## src/rtl/rtc_pir_pkg.sv

```systemverilog
package rtc_pir_pkg;
  localparam int RATE_W  = 4;
  localparam int DIVC_W  = 3;
  localparam int PRESC_W = 15;
  localparam int FLAG_W  = 8;

  // Fold the two short-period aliases onto their long equivalents.
  function automatic logic [RATE_W-1:0] fold_code(input logic [RATE_W-1:0] rs);
    logic [RATE_W-1:0] r;
    r = rs;
    if (rs == RATE_W'(1)) r = RATE_W'(8);
    if (rs == RATE_W'(2)) r = RATE_W'(9);
    return r;
  endfunction

  // Low-bit mask of the prescaler that must be all ones at period end.
  function automatic logic [PRESC_W-1:0] tap_mask(input logic [RATE_W-1:0] code);
    logic [PRESC_W-1:0] m;
    if (code == '0) m = '0;
    else            m = (PRESC_W'(1) << (code - RATE_W'(1))) - PRESC_W'(1);
    return m;
  endfunction
endpackage

```

## src/rtl/pir_rate_decode.sv

```systemverilog
module pir_rate_decode
  import rtc_pir_pkg::*;
(
  input  logic [RATE_W-1:0]  rate_sel,
  input  logic [DIVC_W-1:0]  div_ctl,
  input  logic               enable,
  output logic               run,
  output logic [PRESC_W-1:0] mask
);
  logic osc_on;
  logic rate_on;

  assign osc_on  = |div_ctl[DIVC_W-1:DIVC_W-2];
  assign rate_on = |rate_sel;
  assign run     = osc_on && rate_on && enable;
  assign mask    = tap_mask(fold_code(rate_sel));
endmodule

```

## src/rtl/pir_prescaler.sv

```systemverilog
module pir_prescaler
  import rtc_pir_pkg::*;
(
  input  logic               clk,
  input  logic               rst_n,
  input  logic               clear,
  input  logic               tick,
  output logic [PRESC_W-1:0] cnt
);
  always_ff @(posedge clk) begin
    if (!rst_n || clear) cnt <= '0;
    else if (tick)       cnt <= cnt + PRESC_W'(1);
  end


  hold_without_tick_chk: assert property (@(posedge clk) disable iff (!rst_n)
    (!tick && !clear) |=> $stable(cnt));


  clear_zeroes_chk: assert property (@(posedge clk) disable iff (!rst_n)
    clear |=> (cnt == '0));
endmodule

```

## src/rtl/pir_event.sv

```systemverilog
module pir_event
  import rtc_pir_pkg::*;
(
  input  logic               clk,
  input  logic               rst_n,
  input  logic               tick,
  input  logic               run,
  input  logic               clear,
  input  logic [PRESC_W-1:0] cnt,
  input  logic [PRESC_W-1:0] mask,
  output logic               evt
);
  logic at_end;

  assign at_end = run && !clear && tick && ((cnt & mask) == mask);

  always_ff @(posedge clk) begin
    if (!rst_n) evt <= 1'b0;
    else        evt <= at_end;
  end


  evt_after_tick_chk: assert property (@(posedge clk) disable iff (!rst_n)
    evt |-> $past(tick));
endmodule

```

## src/rtl/rtc_periodic_gen.sv

```systemverilog
module rtc_periodic_gen
  import rtc_pir_pkg::*;
#(
  parameter logic [FLAG_W-1:0] FLAG_SET = 8'hC0
) (
  input  logic              clk,
  input  logic              rst_n,
  input  logic              tick,
  input  logic [RATE_W-1:0] rate_sel,
  input  logic [DIVC_W-1:0] div_ctl,
  input  logic              periodic_en,
  input  logic              cfg_wr,
  output logic              evt,
  output logic [FLAG_W-1:0] flag_set
);
  logic               run;
  logic               restart;
  logic [PRESC_W-1:0] mask;
  logic [PRESC_W-1:0] cnt;

  pir_rate_decode u_dec (
    .rate_sel (rate_sel),
    .div_ctl  (div_ctl),
    .enable   (periodic_en),
    .run      (run),
    .mask     (mask)
  );

  assign restart = cfg_wr || !run;

  pir_prescaler u_presc (
    .clk   (clk),
    .rst_n (rst_n),
    .clear (restart),
    .tick  (tick),
    .cnt   (cnt)
  );

  pir_event u_evt (
    .clk   (clk),
    .rst_n (rst_n),
    .tick  (tick),
    .run   (run),
    .clear (restart),
    .cnt   (cnt),
    .mask  (mask),
    .evt   (evt)
  );

  assign flag_set = evt ? FLAG_SET : '0;


  evt_single_cycle_chk: assert property (@(posedge clk) disable iff (!rst_n)
    evt |=> !evt);


  rate_zero_quiet_chk: assert property (@(posedge clk) disable iff (!rst_n)
    $past(rate_sel == '0) |-> !evt);


  osc_off_quiet_chk: assert property (@(posedge clk) disable iff (!rst_n)
    $past(div_ctl[DIVC_W-1:DIVC_W-2] == 2'b00) |-> !evt);


  disabled_quiet_chk: assert property (@(posedge clk) disable iff (!rst_n)
    $past(!periodic_en) |-> !evt);


  write_restart_chk: assert property (@(posedge clk) disable iff (!rst_n)
    $past(cfg_wr) |-> !evt);
endmodule

```

## config.mk

```make
export PLATFORM = sky130hd
export DESIGN_NAME = rtc_periodic_gen
export DESIGN_NICKNAME = d
export VERILOG_FILES = /design/src/rtl/rtc_pir_pkg.sv /design/src/rtl/pir_rate_decode.sv /design/src/rtl/pir_prescaler.sv /design/src/rtl/pir_event.sv /design/src/rtl/rtc_periodic_gen.sv
export SDC_FILE = /design/constraint.sdc
export NUM_CORES = 1
export LEC_CHECK = 0
export BUFFER_PORTS_ARGS = -buffer_cell sky130_fd_sc_hd__buf_4
export CAP_MARGIN = 20
export CORE_MARGIN = 4
export CORE_UTILIZATION = 35
export CTS_BUF_LIST = sky130_fd_sc_hd__clkbuf_16
export CTS_CLUSTER_DIAMETER = 150
export DETAILED_ROUTE_END_ITERATION = 10
export PLACE_DENSITY = 0.6
export SLEW_MARGIN = 20
export SYNTH_ARGS = -nofsm -noshare
export SYNTH_HDL_FRONTEND = slang
export SYNTH_SLANG_ARGS = --single-unit
```

## constraint.sdc

```tcl
create_clock -name clk -period 1.9 [get_ports clk]
set_clock_uncertainty 0.15 [all_clocks]
set_input_delay 0.38 -clock clk [delete_from_list [all_inputs] [get_ports clk]]
set_output_delay 0.38 -clock clk [all_outputs]
set_load 0.02 [all_outputs]
```

# ---- Word level (Yosys, flattened, before mapping)
# Index checks and enable logic that the tools add are counted.
dict set report totals {
  reg_bits 16
  inputBits 12
  output_inout_bits 9
  word_cells 27
}
dict set report classes {
  add_sub_neg 3
  eq_ne 3
  shift 1
  n_mux 4
  bitwise_logic 1
  n_reduce_logical 13
}
# cell n
set op_table {}
lappend op_table {{15-bit by 1-bit adder with 15-bit output, second input constant} 1}
lappend op_table {{15-bit bitwise AND} 1}
lappend op_table {{15-bit == test} 1}
lappend op_table {{15-bit two-way mux} 1}
lappend op_table {{1-bit by 4-bit left shift with 15-bit output, first input constant} 1}
lappend op_table {{15-bit by 2-bit subtractor with 15-bit output, second input constant} 1}
lappend op_table {{4-bit two-way mux} 2}
lappend op_table {{8-bit two-way mux} 1}
lappend op_table {{1-bit logical AND} 5}
lappend op_table {{4-bit by 1-bit == test with 1-bit output, second input constant} 1}
lappend op_table {{4-bit by 2-bit == test with 1-bit output, second input constant} 1}
lappend op_table {{4-bit zero test} 1}
lappend op_table {{4-bit OR reduction} 1}
lappend op_table {{4-bit by 1-bit subtractor with 4-bit output, second input constant} 1}
lappend op_table {{1-bit zero test} 3}
lappend op_table {{1-bit logical OR} 2}
lappend op_table {{2-bit OR reduction} 1}

# ---- Logic depth before layout (Yosys ltp)
dict set report depth {
  ltp_word 10
  ltp_mapped 7
  depth_no_buf 6
}

# ---- Modules after synthesis
# A second synthesis with hierarchy kept.
dict set report unflattened {
  cells_unflattened 171
  area_unflattened_um2 1291.2
}
# module n_inst cells_each area_per_inst_um2 seq_area_each_um2
set modules_own_cells {}
lappend modules_own_cells {pir_prescaler 1 82 719.4 300.3}
lappend modules_own_cells {pir_rate_decode 1 53 349.1 0.0}
lappend modules_own_cells {pir_event 1 26 152.6 20.0}
lappend modules_own_cells {rtc_periodic_gen 1 10 70.1 0.0}

# ---- Worst setup path after synthesis
# OpenSTA, ideal clock, no wires.
dict set report synth_path {
  path_kind {input-to-reg}
  startpoint {in tick}
  endpoint {reg u_presc.cnt[7]}
  setup_time_ns 0.117
  arrival_ns 1.354
  required_ns 1.633
  slack_ns 0.278
  cell_stages 7
  path_buffers 2
  cell_sequence {buf_2 -> and4_1 -> and3_1 -> buf_2 -> nand3_1 -> xor2_1 -> nor2_1}
}
# item line
set synth_rtl {}
lappend synth_rtl {{from (decl)} rtc_periodic_gen.sv:8} ;# input logic tick,
lappend synth_rtl {{to (signal assigned)} pir_prescaler.sv:12} ;# else if (tick) cnt <= cnt + PRESC_W'(1);
lappend synth_rtl {{to (decl)} pir_prescaler.sv:8} ;# output logic [PRESC_W-1:0] cnt

# ---- Worst setup path in the final report
dict set report layout_path {
  startpoint {reg u_presc.cnt[4]}
  endpoint {reg u_presc.cnt[13]}
}
dict set report layout_via {
  elab_chain_len 1
}
# item line
set layout_lines {}
lappend layout_lines {{15-bit by 1-bit adder with 15-bit output} pir_prescaler.sv:12}
# Every way passes these cells.
# A chain may end at the register's enable or synchronous reset.

==> flow_summary.ini <==
[drt]
first_pass_iters = 4
ant_nets = 0
vias_per_cell = 5.095
vias = 1019
wl_mm = 2.542
wl_per_cell_um = 12.71
drtIter0Drc = 68
drcViolationCount = 0

[synthesis]
async_flop_share = 0
avgSynthCellArea_um2 = 7.711
ys_warn_count = 0
netlist_area_um2 = 1134
netlist-cell-type-count = 43
synth.ff_latch_count = 16
synth_fa_ha_area_frac = 0.02208
yosysSeqAreaShare = 0.2826
yosys.area_share.simple = 0.2748
synth_top_family_by_area = simple AND/OR/NAND/NOR gates
synth_ff_type = dfxtp_1
synth.area.mux_share = 0.008830
synth-compound-area-share = 0.1887
synth-xor-area-share = 0.1004
netlist_instances = 147
synth_edf_count = 0

[sta]
setup_viol = 0
period_minus_slack_ns = 1.636
rsz0062_at_grt = no
finalCritPeriodShare = 0.8611
fin_tns_setup_ns = 0
clock.fmax_mhz = 611.2
holdWs_ns = 0.2836
slew_violations = 0
hold_viol_final = 0

[floorplan]
num_rows = 20
coreArea_um2 = 3078
die_y_um = 64.91
dieArea_um2 = 4213
initial_core_util = 0.3683
dieWidth_um = 64.91
top_level_ports = 21

[clock_tree]
hold_buffers = 0
clk-insertion-delay-late_ns = 0.25
cts_tree = built
htree_levels = 1
cts.sinks = 16
root_buffer = clkbuf_16
cts_resized = 0
ctsLongestPathBuffers = 2
cts_buffers = 3
cts.clk_slew.worst_paths_ns = 0.05
post_cts_buffers = 0

[pwr]
clkPwrFrac = 0.491
vdd_drop_max_mv = 0.3622
power_frac_comb = 0.116
p_sw_frac = 0.2366
seqPwrFrac = 0.393
power.leakage_uw = 0.0004964
internal_power_uw = 654.7
power_density_nw_per_um2 = 655.4
p_switching_uw = 203.0

[global_route]
grt_antenna_before_repair = 0
grt-ovfl-total = 0
grt_max_degree = 18
grt_usage = 0.1368
grt_pass1_vias = 997
grt_pass1_wl_mm = 4.560

[placement]
hpwl_mm = 1.871
gp_congestion = 0.7428
io_buffers = 13

[hold_path]
holdCritStartpoint = tick
holdPathStages = 3
timing.hold.worst_endpoint = u_presc.cnt[0]
min_path_type = in2reg

[critical_path]
rr_worst_depth = 5
endpoint_kind = register
crit_chain = and4_1 > and3_1 > nand3_1 > xor2_1 > nor2_1
crit_arrival_ns = 1.62
r2r-end = u_presc.cnt[13]
slowest_stage = dfxtp_1
cp_data_required_time_ns = 1.89
path_buf_inv = 0
path_delay_family = simple AND/OR/NAND/NOR gates
crit_type = reg2reg
start_kind = register
crit_fanout = 5
r2r_start = u_presc.cnt[4]
ff2ff_setup_slack_ns = 0.26
max_stage_delay_ns = 0.41

[run]
maxCapViolCount = 0

[cells_and_area]
antennaDiodeCount = 0
areaGrowthSynthToFinish_pct = 15.45
nNetsFinal = 171
drive_above_1_share = 0.1603

[status]
status = finished clean
==> power groups by stage <==
stage                     Clock (uW)  Sequential (uW)  Combinational (uW)
after floorplan                    0              344                82.0
after global placement             0              344                94.4
after detailed placement           0              344                96.3
after CTS                        425              337                96.8
after global routing             443              337                 111
final                            421              337                99.5
==> through the flow <==
| step | instance area [um^2] | worst slack, ns | power, uW | util | cells |
|---|---|---|---|---|---|
| 2_1_floorplan | 1156 | 0.2784 | 426.1 | - | 153 |
| 3_3_place_gp | 1230 | 0.1983 | 438.7 | 0.3996 | 196 |
| 3_5_place_dp | 1230 | 0.1959 | 440.6 | 0.3996 | 196 |
| 4_1_cts | 1309 | 0.2686 | 859.2 | 0.4252 | 200 |
| 5_1_grt | 1309 | 0.1040 | 891.4 | 0.4252 | 200 |
| 6_report | 1309 | 0.2640 | 857.7 | 0.4252 | 200 |
==> final cells by class <==
type / count / area (um^2)
Timing Repair Buffer: 18 / 135.1
Tap cell: 44 / 55.05
Fill cell: 315 / 1769
Inverter: 4 / 15.01
Sequential cell: 16 / 320.3
Clock buffer: 3 / 75.07
Multi-Input combinational cell: 114 / 704.4
Clock inverter: 1 / 3.754
==> cells by family after synthesis <==
| family | after synthesis |
|---|---|
| DFF | 16 |
| and+or+nand+nor | 60 |
| adders and majority gates | 2 |
| buffers and inverters | 23 |
| muxes | 1 |
| AOI/OAI and AO/OA | 30 |
| xor gates and xnor gates | 13 |
| other | 2 |
==> cell usage after synthesis, types with 2 or more instances <==
| library cell | instances | share of area |
|---|---|---|
| nor2_1 | 21 | 0.070 |
| and4_1 | 2 | 0.015 |
| and3_1 | 2 | 0.011 |
| a31oi_1 | 2 | 0.011 |
| dfxtp_1 | 16 | 0.28 |
| nor4_1 | 2 | 0.011 |
| buf_4 | 9 | 0.060 |
| nor3_1 | 4 | 0.018 |
| o211ai_1 | 2 | 0.013 |
| conb_1 | 2 | 0.0066 |
| nand2_1 | 9 | 0.030 |
| nand4_1 | 3 | 0.017 |
| o21ai_0 | 6 | 0.026 |
| ha_1 | 2 | 0.022 |
| inv_1 | 4 | 0.013 |
| a21oi_1 | 6 | 0.026 |
| xor2_1 | 11 | 0.085 |
| buf_2 | 9 | 0.040 |
| nand3_1 | 6 | 0.026 |
| or3_1 | 2 | 0.011 |
| xnor2_1 | 2 | 0.015 |
| nand2b_1 | 4 | 0.022 |
==> worst register-to-register path, delay by kind of cell, from the launching register on <==
kind / cells / cell delay (ns)
flip-flops: 1 / 0.41
XOR/XNOR: 1 / 0.15
AND/OR/NAND/NOR: 4 / 0.82
==> metal layers <==
| metal | wire length, um | up-vias | part of all wire | global-route usage |
|---|---|---|---|---|
| li1 | - | 522 | - | - |
| met1 | 1190 | 471 | 0.47 | 0.1754 |
| met2 | 1191 | 19 | 0.47 | 0.2171 |
| met3 | 107 | 7 | 0.042 | 0.03120 |
| met4 | 53 | 0 | 0.021 | 0.06069 |
| met5 | 0 | - | 0 | 0 |
==> cell usage in the layout, fill, tap and decap left out, drive strengths merged, types with 3 or more instances in the layout <==
cell type and count:
nand2 9, xor2 11, nor3 4, o21ai 6
buf 18, nand3 7, dfxtp 16, a21oi 6
nand4 3, inv 4, conb 8, nor2 21
clkbuf 3, nand2b 4
==> registers in the layout (all words and copies together), names as in the netlist <==
register,cells
u_evt.evt,1
u_presc.cnt,15
==> worst max-delay path by stage <==
stage,from,to,depth (start not counted)
final,u_presc.cnt[4],u_presc.cnt[13],5
after global routing,u_presc.cnt[4],u_presc.cnt[13],5
after CTS,u_presc.cnt[6],u_presc.cnt[14],5
after detailed placement,tick,u_presc.cnt[11],6
after global placement,tick,u_presc.cnt[7],6
after floorplan,tick,u_presc.cnt[7],7
(Power assumes the default switching activity.)
